[src/rtl/ap_track_pkg.sv]
package ap_track_pkg;

  typedef enum logic [2:0] {
    CMD_NOP   = 3'd0,
    CMD_ACT   = 3'd1,
    CMD_READ  = 3'd2,
    CMD_READA = 3'd3,
    CMD_WRITE = 3'd4,
    CMD_WRITA = 3'd5,
    CMD_PRE   = 3'd6
  } cmd_e;

  typedef enum logic [1:0] {
    BK_IDLE   = 2'd0,
    BK_ACTIVE = 2'd1,
    BK_PRECH  = 2'd2
  } bankState_e;

  // control -> datapath strobes, one set per bank
  typedef struct packed {
    logic actLoad;
    logic rdApLoad;
    logic wrApLoad;
    logic preLoad;
  } bankStrobe_t;

  // datapath -> control timing status, one set per bank
  typedef struct packed {
    logic rcdMet;
    logic rasMet;
    logic apDue;
    logic rpDone;
    logic rdBlock;
  } bankTime_t;

endpackage

[src/rtl/ap_bank_timer.sv]
module ap_bank_timer
  import ap_track_pkg::*;
#(
  parameter int T_RCD     = 3,
  parameter int T_RP      = 3,
  parameter int T_RAS     = 6,
  parameter int BURST_LEN = 4,
  parameter int CAS_LAT   = 3
) (
  input  logic        clk,
  input  logic        rstN,
  input  bankStrobe_t stb,
  output bankTime_t   tim
);

  localparam int AGE_MAX    = (T_RAS > T_RCD) ? T_RAS : T_RCD;
  localparam int AGE_W      = $clog2(AGE_MAX + 1);
  localparam int RD_AP_DLY  = BURST_LEN / 2;
  localparam int WR_AP_DLY  = BURST_LEN / 2 + 4;
  localparam int RD_BLK_LEN = CAS_LAT + BURST_LEN / 2;
  localparam int CNT_A      = (WR_AP_DLY > RD_BLK_LEN) ? WR_AP_DLY : RD_BLK_LEN;
  localparam int CNT_MAX    = (CNT_A > T_RP) ? CNT_A : T_RP;
  localparam int CNT_W      = $clog2(CNT_MAX + 1);

  logic [AGE_W-1:0] actAge;   // cycles since ACT, saturating
  logic [CNT_W-1:0] apCnt;    // countdown to the auto-precharge point
  logic [CNT_W-1:0] prCnt;    // countdown of the precharge period
  logic [CNT_W-1:0] blkCnt;   // countdown of the read data window

  always_ff @(posedge clk or negedge rstN) begin
    if (!rstN) begin
      actAge <= '0;
      apCnt  <= '0;
      prCnt  <= '0;
      blkCnt <= '0;
    end else begin
      if (stb.actLoad)
        actAge <= AGE_W'(1);
      else if (actAge != AGE_W'(AGE_MAX))
        actAge <= actAge + 1'b1;

      if (stb.rdApLoad)
        apCnt <= CNT_W'(RD_AP_DLY - 1);
      else if (stb.wrApLoad)
        apCnt <= CNT_W'(WR_AP_DLY - 1);
      else if (apCnt != '0)
        apCnt <= apCnt - 1'b1;

      if (stb.preLoad)
        prCnt <= CNT_W'(T_RP - 1);
      else if (prCnt != '0)
        prCnt <= prCnt - 1'b1;

      if (stb.rdApLoad)
        blkCnt <= CNT_W'(RD_BLK_LEN - 1);
      else if (blkCnt != '0)
        blkCnt <= blkCnt - 1'b1;
    end
  end

  assign tim.rcdMet  = (actAge >= AGE_W'(T_RCD));
  assign tim.rasMet  = (actAge >= AGE_W'(T_RAS));
  assign tim.apDue   = (apCnt == '0);
  assign tim.rpDone  = (prCnt == '0);
  assign tim.rdBlock = (blkCnt != '0);

endmodule

[src/rtl/ap_bank_ctrl.sv]
module ap_bank_ctrl
  import ap_track_pkg::*;
#(
  parameter int NUM_BANKS = 4,
  parameter int BANK_W    = 2
) (
  input  logic                 clk,
  input  logic                 rstN,
  input  logic [2:0]           cmdRaw,
  input  logic [BANK_W-1:0]    cmdBank,
  input  bankTime_t            tim [NUM_BANKS],
  output bankStrobe_t          stb [NUM_BANKS],
  output logic [NUM_BANKS-1:0] canAct,
  output logic [NUM_BANKS-1:0] canCol,
  output logic [NUM_BANKS-1:0] canPre,
  output logic [NUM_BANKS-1:0] apStart,
  output logic [NUM_BANKS-1:0] idleRet,
  output logic                 violation,
  output logic [BANK_W-1:0]    violBank
);

  cmd_e cmd;
  assign cmd = cmd_e'(cmdRaw);

  logic [NUM_BANKS-1:0] blockSrc;
  logic bankOk;
  logic cmdLegal;

  if ((2 ** BANK_W) == NUM_BANKS) begin : gFullRange
    assign bankOk = 1'b1;
  end else begin : gPartRange
    assign bankOk = ({{(32-BANK_W){1'b0}}, cmdBank} < NUM_BANKS);
  end

  always_comb begin
    case (cmd)
      CMD_NOP:   cmdLegal = 1'b1;
      CMD_ACT:   cmdLegal = bankOk && canAct[cmdBank];
      CMD_READ,
      CMD_READA,
      CMD_WRITE,
      CMD_WRITA: cmdLegal = bankOk && canCol[cmdBank];
      CMD_PRE:   cmdLegal = bankOk && canPre[cmdBank];
      default:   cmdLegal = 1'b0;
    endcase
  end

  for (genvar b = 0; b < NUM_BANKS; b++) begin : gBank
    bankState_e st;
    logic apPend;
    logic wrBlk;
    logic hit;
    logic otherBlk;

    assign hit      = cmdLegal && bankOk && (cmdBank == BANK_W'(b));
    assign otherBlk = |(blockSrc & ~(NUM_BANKS'(1) << b));
    assign blockSrc[b] = tim[b].rdBlock || wrBlk;

    assign apStart[b] = (st == BK_ACTIVE) && apPend && tim[b].apDue && tim[b].rasMet;
    assign idleRet[b] = (st == BK_PRECH) && tim[b].rpDone;
    assign canAct[b]  = (st == BK_IDLE) || idleRet[b];
    assign canPre[b]  = (st == BK_IDLE) || ((st == BK_ACTIVE) && tim[b].rasMet && !apPend);
    assign canCol[b]  = (st == BK_ACTIVE) && tim[b].rcdMet && !apPend && !otherBlk;

    assign stb[b] = '{
      actLoad:  hit && (cmd == CMD_ACT),
      rdApLoad: hit && (cmd == CMD_READA),
      wrApLoad: hit && (cmd == CMD_WRITA),
      preLoad:  apStart[b] || (hit && (cmd == CMD_PRE) && (st == BK_ACTIVE))
    };

    always_ff @(posedge clk or negedge rstN) begin
      if (!rstN) begin
        st     <= BK_IDLE;
        apPend <= 1'b0;
        wrBlk  <= 1'b0;
      end else begin
        case (st)
          BK_IDLE: begin
            if (hit && (cmd == CMD_ACT)) st <= BK_ACTIVE;
          end
          BK_ACTIVE: begin
            if (apStart[b]) begin
              st     <= BK_PRECH;
              apPend <= 1'b0;
              wrBlk  <= 1'b0;
            end else if (hit && (cmd == CMD_PRE)) begin
              st <= BK_PRECH;
            end else if (hit && ((cmd == CMD_READA) || (cmd == CMD_WRITA))) begin
              apPend <= 1'b1;
              wrBlk  <= (cmd == CMD_WRITA);
            end
          end
          BK_PRECH: begin
            if (idleRet[b]) st <= (hit && (cmd == CMD_ACT)) ? BK_ACTIVE : BK_IDLE;
          end
          default: st <= BK_IDLE;
        endcase
      end
    end
  end

  always_ff @(posedge clk or negedge rstN) begin
    if (!rstN) begin
      violation <= 1'b0;
      violBank  <= '0;
    end else if (!violation && !cmdLegal) begin
      violation <= 1'b1;
      violBank  <= cmdBank;
    end
  end

endmodule

[src/rtl/bank_ap_tracker.sv]
module bank_ap_tracker
  import ap_track_pkg::*;
#(
  parameter int NUM_BANKS = 4,
  parameter int T_RCD     = 3,
  parameter int T_RP      = 3,
  parameter int T_RAS     = 6,
  parameter int BURST_LEN = 4,
  parameter int CAS_LAT   = 3
) (
  input  logic                         clk,
  input  logic                         rstN,
  input  logic [2:0]                   cmd,
  input  logic [$clog2(NUM_BANKS)-1:0] cmdBank,
  output logic [NUM_BANKS-1:0]         canAct,
  output logic [NUM_BANKS-1:0]         canCol,
  output logic [NUM_BANKS-1:0]         canPre,
  output logic [NUM_BANKS-1:0]         apStart,
  output logic [NUM_BANKS-1:0]         idleRet,
  output logic                         violation,
  output logic [$clog2(NUM_BANKS)-1:0] violBank
);

  localparam int BANK_W = $clog2(NUM_BANKS);

  bankStrobe_t stb [NUM_BANKS];
  bankTime_t   tim [NUM_BANKS];

  ap_bank_ctrl #(
    .NUM_BANKS(NUM_BANKS),
    .BANK_W   (BANK_W)
  ) uCtrl (
    .clk      (clk),
    .rstN     (rstN),
    .cmdRaw   (cmd),
    .cmdBank  (cmdBank),
    .tim      (tim),
    .stb      (stb),
    .canAct   (canAct),
    .canCol   (canCol),
    .canPre   (canPre),
    .apStart  (apStart),
    .idleRet  (idleRet),
    .violation(violation),
    .violBank (violBank)
  );

  for (genvar b = 0; b < NUM_BANKS; b++) begin : gTimer
    ap_bank_timer #(
      .T_RCD    (T_RCD),
      .T_RP     (T_RP),
      .T_RAS    (T_RAS),
      .BURST_LEN(BURST_LEN),
      .CAS_LAT  (CAS_LAT)
    ) uTimer (
      .clk (clk),
      .rstN(rstN),
      .stb (stb[b]),
      .tim (tim[b])
    );
  end

endmodule

[config.mk]
export PLATFORM = sky130hd
export DESIGN_NAME = bank_ap_tracker
export DESIGN_NICKNAME = d
export VERILOG_FILES = /design/src/rtl/ap_track_pkg.sv /design/src/rtl/ap_bank_timer.sv /design/src/rtl/ap_bank_ctrl.sv /design/src/rtl/bank_ap_tracker.sv
export SDC_FILE = /design/constraint.sdc
export NUM_CORES = 1
export LEC_CHECK = 0
export BUFFER_PORTS_ARGS = -buffer_cell sky130_fd_sc_hd__buf_2
export CORE_MARGIN = 5
export CORE_UTILIZATION = 54
export DETAILED_ROUTE_END_ITERATION = 6
export PLACE_DENSITY = 0.73
export SLEW_MARGIN = 10
export SYNTH_ARGS = -nofsm -noshare
export SYNTH_HDL_FRONTEND = slang
export SYNTH_SLANG_ARGS = --single-unit
[constraint.sdc]
create_clock -name clk -period 3.3 [get_ports clk]
set_input_delay 0 -clock clk [delete_from_list [all_inputs] [get_ports clk]]
set_output_delay 0 -clock clk [all_outputs]
set_load 0.005 [all_outputs]
# After elaboration in Yosys (flattened, before gate mapping)
# Cells that the tools add are included.
# totals
word_cells,334
input_bits,7
regBits,67
# classes
eq_ne,37
n_reduce_logical,151
magnitude_cmp,9
mux,91
addsub,16
# op_table
op,n
two-way mux 3 bit,36
logical AND 1 bit,65
nonzero test 3 bit,16
"subtractor 3 x 1 -> 3 bit, second input constant",12
two-way mux 2 bit,16
nonzero test 2 bit,16
two-way mux 1 bit,31
logical NOT 3 bit,9
"!= test 2 x 1 -> 1 bit, second input constant",12
case mux 2 bit (3 select lines),4
AND reduction 3 bit,8
logical OR 1 bit,17
"adder 3 x 1 -> 3 bit, second input constant",4
"equality test 2 bit, second input constant",6
"greater-or-equal comparator 3 x 2 -> 1 bit, second input constant",4
"greater-or-equal comparator 3 bit, second input constant",4
"!= test 3 bit, second input constant",4
OR reduction 3 bit,4
"equality test 2 x 1 -> 1 bit, second input constant",5
logical NOT 1 bit,10
logical NOT 2 bit,5
"equality test 3 bit, second input constant",3
"!= test 3 x 2 -> 1 bit, second input constant",3
binary-select mux 1 bit (select 2 bit),3
6 further kinds,7

# Logic depth before layout (Yosys ltp)
# Gate-level depths: netlist of the first run.
# logic_depth
ltp_word,13
depth_mapped,11
ltp_nobuf,10

# Hierarchy
# A second synthesis of the first run with hierarchy kept.
# hier_totals
hier_cells,432
area_unflattened_um2,4108.9
# modules_own_cells
module,area_each_um2,cells_each,instances
ap_bank_timer at gTimer[0].uTimer ...,670.6,63,3
ap_bank_ctrl,1425.1,179,1
ap_bank_timer at gTimer[3].uTimer,671.9,64,1

# Worst setup path before layout of the first run
# No wires, ideal clock.
# synth_timing
kind,reg-to-reg
start,reg gTimer[1].uTimer.blkCnt[0]
end,reg uCtrl.gBank[3].wrBlk
path_stages_with_launch,9
arrival_time_ps,2411
setup_slack_ps,768
required_ps,3179
cell_sequence,dfrtp_1 inv_1 ha_1 or3b_4 or4_1 o31a_1 a21boi_2 o2111ai_2 a32o_2
# synth_between
elab_chain_cells,12
# synth_rtl
element,line_no,rtl
"start, declared",ap_bank_timer.sv:28,logic [CNT_W-1:0] blkCnt;
"start signal, assigned",ap_bank_timer.sv:55,blkCnt <= CNT_W'(RD_BLK_LEN - 1);
"start signal, assigned",ap_bank_timer.sv:57,blkCnt <= blkCnt - 1'b1;
nonzero test 3 bit *,ap_bank_timer.sv:65,assign tim.rdBlock = (blkCnt != '0);
logical OR 1 bit *,ap_bank_ctrl.sv:57,assign blockSrc[b] = tim[b].rdBlock || wrBlk;
OR reduction 3 bit,ap_bank_ctrl.sv:56,assign otherBlk = |(blockSrc & ~(NUM_BANKS'(1) << b));
logical NOT 1 bit,ap_bank_ctrl.sv:63,assign canCol[b] = (st == BK_ACTIVE) && tim[b].rcdMet && !apPend && !otherBlk;
logical AND 1 bit,ap_bank_ctrl.sv:63,
binary-select mux 1 bit (select 2 bit) *,ap_bank_ctrl.sv:42,CMD_WRITA: cmdLegal = bankOk && canCol[cmdBank];
two-way mux 1 bit (not written as such) *,ap_bank_ctrl.sv:42,
case mux 1 bit (4 select lines) *,ap_bank_ctrl.sv:36,case (cmd)
logical AND 1 bit *,ap_bank_ctrl.sv:55,assign hit = cmdLegal && bankOk && (cmdBank == BANK_W'(b));
"logical AND 1 bit, on equally long branches","ap_bank_ctrl.sv:87, ap_bank_ctrl.sv:89",
!= test 2 x 1 -> 1 bit (no line) or nonzero test 2 bit (tied branches),n/a,
AND reduction 3 bit (no line) *,n/a,
"end signal, assigned",ap_bank_ctrl.sv:91,wrBlk <= (cmd == CMD_WRITA);
"end, declared",ap_bank_ctrl.sv:51,logic wrBlk;
# Every way passes the cells marked *; elsewhere a longest branch is shown, timed or not. The select of a mux whose other input is x is not followed.
# A chain may end at the register's enable or synchronous reset.

# Final worst setup path of the first run
# layout_timing
start,reg gTimer[0].uTimer.blkCnt[0]
end,reg gTimer[0].uTimer.apCnt[1]
# layout_between
elab_chain_cells,12
# layout_rtl
element,line_no,rtl
"start, declared",ap_bank_timer.sv:28,
"start signal, assigned",ap_bank_timer.sv:55,
"start signal, assigned",ap_bank_timer.sv:57,
nonzero test 3 bit *,ap_bank_timer.sv:65,
logical OR 1 bit *,ap_bank_ctrl.sv:57,
OR reduction 3 bit,ap_bank_ctrl.sv:56,
logical NOT 1 bit,ap_bank_ctrl.sv:63,
logical AND 1 bit,ap_bank_ctrl.sv:63,
binary-select mux 1 bit (select 2 bit) *,ap_bank_ctrl.sv:42,
two-way mux 1 bit (not written as such) *,ap_bank_ctrl.sv:42,
case mux 1 bit (4 select lines) *,ap_bank_ctrl.sv:36,
logical AND 1 bit *,ap_bank_ctrl.sv:55,
logical AND 1 bit,ap_bank_ctrl.sv:68,"wrApLoad: hit && (cmd == CMD_WRITA),"
two-way mux 3 bit,ap_bank_timer.sv:44,else if (stb.wrApLoad)
two-way mux 3 bit,ap_bank_timer.sv:42,if (stb.rdApLoad)
"end signal, assigned",ap_bank_timer.sv:43,apCnt <= CNT_W'(RD_AP_DLY - 1);
"end signal, assigned",ap_bank_timer.sv:45,apCnt <= CNT_W'(WR_AP_DLY - 1);
"end signal, assigned",ap_bank_timer.sv:47,apCnt <= apCnt - 1'b1;
"end, declared",ap_bank_timer.sv:26,logic [CNT_W-1:0] apCnt;
# Marks and branches as above.

==> metrics.yaml, run 1 <==
timing:
  maxSlewHeadroom_pct: 37.6
  finClkSkew_ps: 10.8
  setup_viol: 0
  finalCritPeriodShare_pct: 89.9
  period_minus_slack_ps: 2970
  slew_violations: 0
  fmax_ghz: 0.337
  setup_tns_ps: 0
  rsz0062_at_grt: "false"
  hold_violations: 0
  worst-slew-pin-transition_ps: 936
placement:
  port_buffers: 29
  gp_congestion: 0.989
  placed_cells: 559
  dpl.hpwl_um: 6670
synth:
  synth.distinct_cells: 50
  yosysMostFrequentCell: "dfrtp_1"
  postSynthCellCount: 439
  synth-seq-cells: 67
  synth_area_mm2: 0.00401
  synth_top_area_cell: "dfrtp_1"
  synthFlopType: "dfrtp_1"
  yosysSeqAreaShare_pct: 41.8
  async_flop_share_pct: 100
  yosys.area.top_type_share_pct: 41.8
  synth-warning-count: 0
  synth_nets: 482
  synth.avg_cell_area_um2: 9.13
  synthTopCellsByCount: "dfrtp_1 (67), nor2_1 (49), inv_1 (46)"
  synth.area.top_cells: "dfrtp_1 (42%), ha_1 (11%), nor2_1 (4.6%), inv_1 (4.3%), o21ai_0 (3.7%)"
  synth_edf_count: 0
global_route:
  grt.total_usage_pct: 21.8
  grt_max_degree: 41
  antenna_found_initial: 0
  grt.overflow.total: 0
  grt_pass1_wl_um: 15500
  grt_pass1_vias: 3266
die:
  core_mm2: 0.00725
  rows: 31
  dieHeight_um: 96.1
  die_area_mm2: 0.00924
  die-width_um: 96.1
  io_pins: 30
  initial_core_util_pct: 55.3
worst_hold_path:
  min_from: "cmd[0]"
  min_to: "uCtrl.gBank[3].apPend$_DFFE_PN0P_"
  min_delay_path_depth: 3
  hp-class: "in -> reg"
setup_path:
  reg2reg_setup_slack_ps: 330
  cp-start-kind: "flop"
  critPathKind: "reg -> reg"
  arrival_ps: 3190
  reg2reg_from: "gTimer[0].uTimer.blkCnt[0]$_DFFE_PN0P_"
  path_max_fanout: 9
  worst_r2r_path_depth: 9
  critPathRequiredTime_ps: 3520
  crit_path_end_kind: "flop"
  reg2reg_to: "gTimer[0].uTimer.apCnt[1]$_DFFE_PN0P_"
clocking:
  post_cts_resize_count: 0
  h-tree-depth: 3
  root_buffer: "clkbuf_8"
  cts_tree: "done"
  ctsHoldBuffers: 1
  postCtsSetupBuffers: 0
  numCtsBuffers: 9
  cts.sinks: 67
  ctsLongestPathBuffers: 2
  clk_pin_slew_ps: 70
  insertion_delay_ps: 340
drt:
  wire_per_inst_um: 15.7
  routed-via-count: 3264
  vias_per_cell: 5.67
  drcViolationCount: 0
  dr.first_iter.drc_count: 241
  antenna_left: 0
  drtPass1Iterations: 5
  drt_wl_total_um: 9020
status:
  status: "completed"
power_and_ir_drop:
  ir_drop_uv: 480
  power.leakage_nw: 2.14
  p_per_area_mw_per_mm2: 919
final_layout:
  syn_to_final_growth_pct: 11.4
  nNetsFinal: 515
  drive_gt1_share_pct: 12.2
  layoutNonFillerInstCount: 576
  n_antenna_cell: 0
run:
  cap_violations: 0
worst max-delay path, cell delays in order, from the launching register on:
cell and delay [ps]:
dfrtp_1 390, inv_1 80, ha_1 180, nor3b_1 530
nand4_1 200, o311ai_0 330, nand4bb_1 190, nor2_1 480
a21oi_2 190, o31a_1 280
per-stage QoR:
| step | total power, W | instance area, µm² | hold slack [ps] | worst slack, ps | util (%) |
|---|---|---|---|---|---|
| after global routing | 0.00453 | 4460 | 46.3 | 9.52 | 61.5 |
| after floorplan | 0.00292 | 4010 | -296 | 768 | - |
| after detailed placement | 0.00342 | 4260 | 179 | 401 | 58.7 |
| after CTS | 0.00414 | 4460 | 10.3 | 386 | 61.5 |
| after global placement | 0.00332 | 4260 | 182 | 507 | 58.7 |
| final | 0.00410 | 4460 | 25.5 | 334 | 61.5 |
power breakdown:
group	total, W	internal [W]	switching (W)
Combinational	0.00187	0.000866	0.00101
Clock	0.000679	0.000369	0.000310
Sequential	0.00155	0.00124	0.000313
routing by layer:
layer  GRT usage, %  share of wire [%]
met1           28.9                 46
met2           35.9                 48
met3           3.60                4.6
met4           7.82                2.3
met5              0                  0
flip-flops by register name, indices dropped and copies added (netlist names):
| signal | count |
|---|---|
| gTimer.uTimer.actAge | 12 |
| gTimer.uTimer.apCnt | 12 |
| gTimer.uTimer.blkCnt | 12 |
| gTimer.uTimer.prCnt | 12 |
| uCtrl.gBank.st | 8 |
| uCtrl.gBank.apPend | 4 |
| uCtrl.gBank.wrBlk | 4 |
| uCtrl.violBank | 2 |
| uCtrl.violation | 1 |
cells by family (layout without fill, tap and decap cells):
group | Yosys count | in the layout | share of synthesized area (%)
compound gates | 94 | 94 | 15.8
buf+inv | 57 | 95 | 5.34
fa+ha+maj | 36 | 36 | 11.2
simple gates | 159 | 159 | 19.5
mux | 9 | 9 | 2.62
flops | 67 | 67 | 41.8
xor+xnor | 17 | 17 | 3.72
final cells by class:
type                            instances  area, µm²
Clock buffer                           12        145
Clock inverter                          4       50.0
Fill cell                             618       2790
Inverter                               46        173
Multi-Input combinational cell        315       2120
Sequential cell                        67       1680
Tap cell                               99        124
Timing Repair Buffer                   33        178
how the worst max path moves through the flow:
stage                                           start                                     to  slack [ps]  depth (start not counted)
2_1_floorplan  gTimer[1].uTimer.blkCnt[0]$_DFFE_PN0P_       uCtrl.gBank[3].wrBlk$_DFFE_PN0P_         770                          8
3_3_place_gp   gTimer[0].uTimer.blkCnt[0]$_DFFE_PN0P_  gTimer[0].uTimer.apCnt[1]$_DFFE_PN0P_         510                          9
3_5_place_dp   gTimer[0].uTimer.blkCnt[0]$_DFFE_PN0P_  gTimer[0].uTimer.apCnt[1]$_DFFE_PN0P_         400                          9
4_1_cts        gTimer[0].uTimer.blkCnt[0]$_DFFE_PN0P_  gTimer[0].uTimer.apCnt[1]$_DFFE_PN0P_         390                          9
5_1_grt        gTimer[0].uTimer.blkCnt[0]$_DFFE_PN0P_  gTimer[0].uTimer.apCnt[1]$_DFFE_PN0P_          10                          9
6_report       gTimer[0].uTimer.blkCnt[0]$_DFFE_PN0P_  gTimer[0].uTimer.apCnt[1]$_DFFE_PN0P_         330                          9
placed cells by master (no fill, tap or decap), types with 3 or more instances in the layout:
cell type  count
and3_1         5
o31ai_1        5
inv_1         46
nand2b_1      18
nor4_1         4
a21oi_1       16
nand3_1        6
nand2_1       38
o211ai_1       6
nor3_1         7
dfrtp_1       67
mux2i_1        6
a31oi_1        5
xnor2_1       12
buf_2         29
o21a_1         3
nor2_1        49
a211o_1        4
nor2b_1       16
o21ai_0       30
clkbuf_8      10
buf_4          3
o31a_1         4
xor2_1         5
ha_1          36
a211oi_1       7
Power figures use the tool's default switching activity.
==> inputs of run 2 (changes only) <==
--- a/config.mk
+++ b/config.mk
@@ -5,12 +5,12 @@
 export SDC_FILE = /design/constraint.sdc
 export NUM_CORES = 1
 export LEC_CHECK = 0
-export BUFFER_PORTS_ARGS = -buffer_cell sky130_fd_sc_hd__buf_2
 export CORE_MARGIN = 5
 export CORE_UTILIZATION = 54
 export DETAILED_ROUTE_END_ITERATION = 6
-export PLACE_DENSITY = 0.73
-export SLEW_MARGIN = 10
+export DONT_BUFFER_PORTS = 1
+export HOLD_SLACK_MARGIN = 0.12
+export PLACE_DENSITY = 0.69
 export SYNTH_ARGS = -nofsm -noshare
 export SYNTH_HDL_FRONTEND = slang
 export SYNTH_SLANG_ARGS = --single-unit
==> run 2 against run 1 <==
Net effect:
- utilization is 0.50 points lower
- flip-flop and latch count stayed put
- die area stayed put
- critical endpoint is now uCtrl.gBank[0].apPend$_DFFE_PN0P_
- sequential share of layout area is 0.31 points higher
- fmax is 7.4% lower
- setup slack worse by 240 ps
- global-route usage is 0.69 points lower
==> metrics.yaml, run 2 (synthesis results as in run 1) <==
setup_path:
  path_max_fanout: 9  # unchanged
  reg2reg_from: "gTimer[1].uTimer.blkCnt[0]$_DFFE_PN0P_"
  reg2reg_to: "uCtrl.gBank[0].apPend$_DFFE_PN0P_"
  reg2reg_setup_slack_ps: 100  # -240 ps
  cp-start-kind: "flop"
  critPathKind: "reg -> reg"
  crit_path_end_kind: "flop"
  arrival_ps: 3480  # +290 ps
  worst_r2r_path_depth: 9  # unchanged
  critPathRequiredTime_ps: 3580  # +60 ps
timing:
  slew_violations: 0  # unchanged
  period_minus_slack_ps: 3200  # +236 ps
  fmax_ghz: 0.312  # -7.4%
  finClkSkew_ps: 10.6  # -0.266 ps
  setup_viol: 0  # unchanged
  hold_violations: 0  # unchanged
  maxSlewHeadroom_pct: 59.4  # +22 points
  finalCritPeriodShare_pct: 97.0  # +7.1 points
  worst-slew-pin-transition_ps: 603  # -333 ps
  fin_hold_ws_ps: 128  # +103 ps
  setup_tns_ps: 0  # unchanged
placement:
  port_buffers: 0  # -100%
  gp_congestion: 0.942  # -4.7%
  dpl.hpwl_um: 6410  # -3.9%
global_route:
  grt_busiest_layer: "met2"
  grt.total_usage_pct: 21.1  # -0.69 points
  grt.overflow.total: 0  # unchanged
  groute.layer.met3.usage_pct: 4.61  # +1.0 points
  grt_pass1_vias: 2926  # -10%
  use_met1_pct: 29.3  # +0.41 points
  grt_pass1_wl_um: 14700  # -4.7%
  grt_use_met2_pct: 31.7  # -4.2 points
  grt_max_degree: 68  # +66%
  antenna_found_initial: 0  # unchanged
die:
  core_mm2: 0.00725  # unchanged
  rows: 31  # unchanged
  dieHeight_um: 96.1  # unchanged
  initial_core_util_pct: 55.3  # unchanged
  io_pins: 30  # unchanged
  die_area_mm2: 0.00924  # unchanged
  die-width_um: 96.1  # unchanged
final_layout:
  final_common_cell: "dfrtp_1"
  drive_gt1_share_pct: 7.44  # -4.7 points
  n_antenna_cell: 0  # unchanged
  syn_to_final_growth_pct: 10.5
  final_cell_mix: "dfrtp_1 (67), nor2_1 (48), inv_1 (46), nand2_1 (38), ha_1 (36)"
  nNetsFinal: 495  # -3.9%
  final-seq-area_mm2: 0.00168  # unchanged
  multi_input_area_mm2: 0.00214  # +1.2%
  fill_cells: 637  # +3.1%
clocking:
  cts_tree: "done"
  cts.sinks: 67  # unchanged
  clk_pin_slew_ps: 70  # about the same
  ctsLongestPathBuffers: 2  # unchanged
  h-tree-depth: 3  # unchanged
  insertion_delay_ps: 340  # about the same
  root_buffer: "clkbuf_8"
  numCtsBuffers: 9  # unchanged
worst_hold_path:
  min_delay_path_depth: 2  # -1
  hp-class: "in -> reg"
  min_from: "cmdBank[1]"
  min_to: "gTimer[1].uTimer.apCnt[0]$_DFFE_PN0P_"
drt:
  dr.first_iter.drc_count: 217  # -10%
  drt_wl_total_um: 9100  # +0.92%
  drcViolationCount: 0  # unchanged
  vias_per_cell: 5.69  # +0.33%
  antenna_left: 0  # unchanged
  wire_per_inst_um: 16.4  # +4.6%
  routed-via-count: 3161  # -3.2%
  drtPass1Iterations: 5  # unchanged
status:
  status: "completed"
power_and_ir_drop:
  power.leakage_nw: 2.06  # -3.6%
  p_per_area_mw_per_mm2: 899  # -2.2%
  power_w: 0.00398  # -3.0%
  ir_drop_uv: 512  # +6.8%
run:
  cap_violations: 0  # unchanged
[run 2: cell type report]
class                      instances  share of cell area (%)
clock buffer                      14                    3.67
clock inverter                     2                   0.226
inverter                          46                    3.90
multi-input combinational        315                    48.4
sequential                        67                    37.9
tap                               99                    2.80
timing repair buffer              13                    3.11
[run 2: worst max-delay path by stage]
| stage | from | to | depth (start not counted) |
|---|---|---|---|
| 2_1_floorplan | gTimer[1].uTimer.blkCnt[0]$_DFFE_PN0P_ | uCtrl.gBank[3].wrBlk$_DFFE_PN0P_ | 8 |
| 3_3_place_gp | gTimer[3].uTimer.actAge[0]$_DFFE_PN0P_ | uCtrl.violBank[1]$_DFFE_PN0P_ | 8 |
| 3_5_place_dp | gTimer[0].uTimer.blkCnt[0]$_DFFE_PN0P_ | uCtrl.gBank[3].wrBlk$_DFFE_PN0P_ | 9 |
| 4_1_cts | gTimer[0].uTimer.blkCnt[0]$_DFFE_PN0P_ | uCtrl.gBank[0].apPend$_DFFE_PN0P_ | 10 |
| 5_1_grt | gTimer[2].uTimer.blkCnt[0]$_DFFE_PN0P_ | uCtrl.gBank[0].apPend$_DFFE_PN0P_ | 10 |
| 6_report | gTimer[1].uTimer.blkCnt[0]$_DFFE_PN0P_ | uCtrl.gBank[0].apPend$_DFFE_PN0P_ | 9 |
[run 2: where the power goes]
part / switching [W] / internal (W) / total (W)
sequential: 0.000314 / 0.00124 / 0.00155
combinational: 0.000975 / 0.000841 / 0.00182
clock: 0.000299 / 0.000313 / 0.000612
[run 2: metrics by stage]
step | instance area, µm² | util, % | setup WS, ps | instances
global placement | 4100 | 56.5 | 520 | 528
finish | 4430 | 61.0 | 98.3 | 556
CTS | 4380 | 60.4 | 60.4 | 553
detailed placement | 4100 | 56.5 | 549 | 528
global route | 4430 | 61.0 | -12.9 | 556
floorplan | 4010 | - | 768 | 439
[run 2: timing repair]
action / 4_1_cts / 5_1_grt
gates resized for setup: 0 / 5
hold buffers: 9 / 0
hold endpoints to repair: 114 / 0
buffers inserted: 0 / 3
endpoints found under the setup margin: 0 / 2
[run 2: critical path, cell delays in order (launching register included)]
cell	delay, ps
dfrtp_1	360
inv_1	100
ha_1	190
or3b_4	430
or4_1	530
o31a_1	310
a21oi_4	250
a21oi_4	140
o31ai_1	250
dlygate4sd3_1	580
[run 2: layer usage]
layer	vias to the layer above	share of wire, %
li1	1530	-
met1	1518	44
met2	89	46
met3	24	6.6
met4	0	3.3
met5	-	0
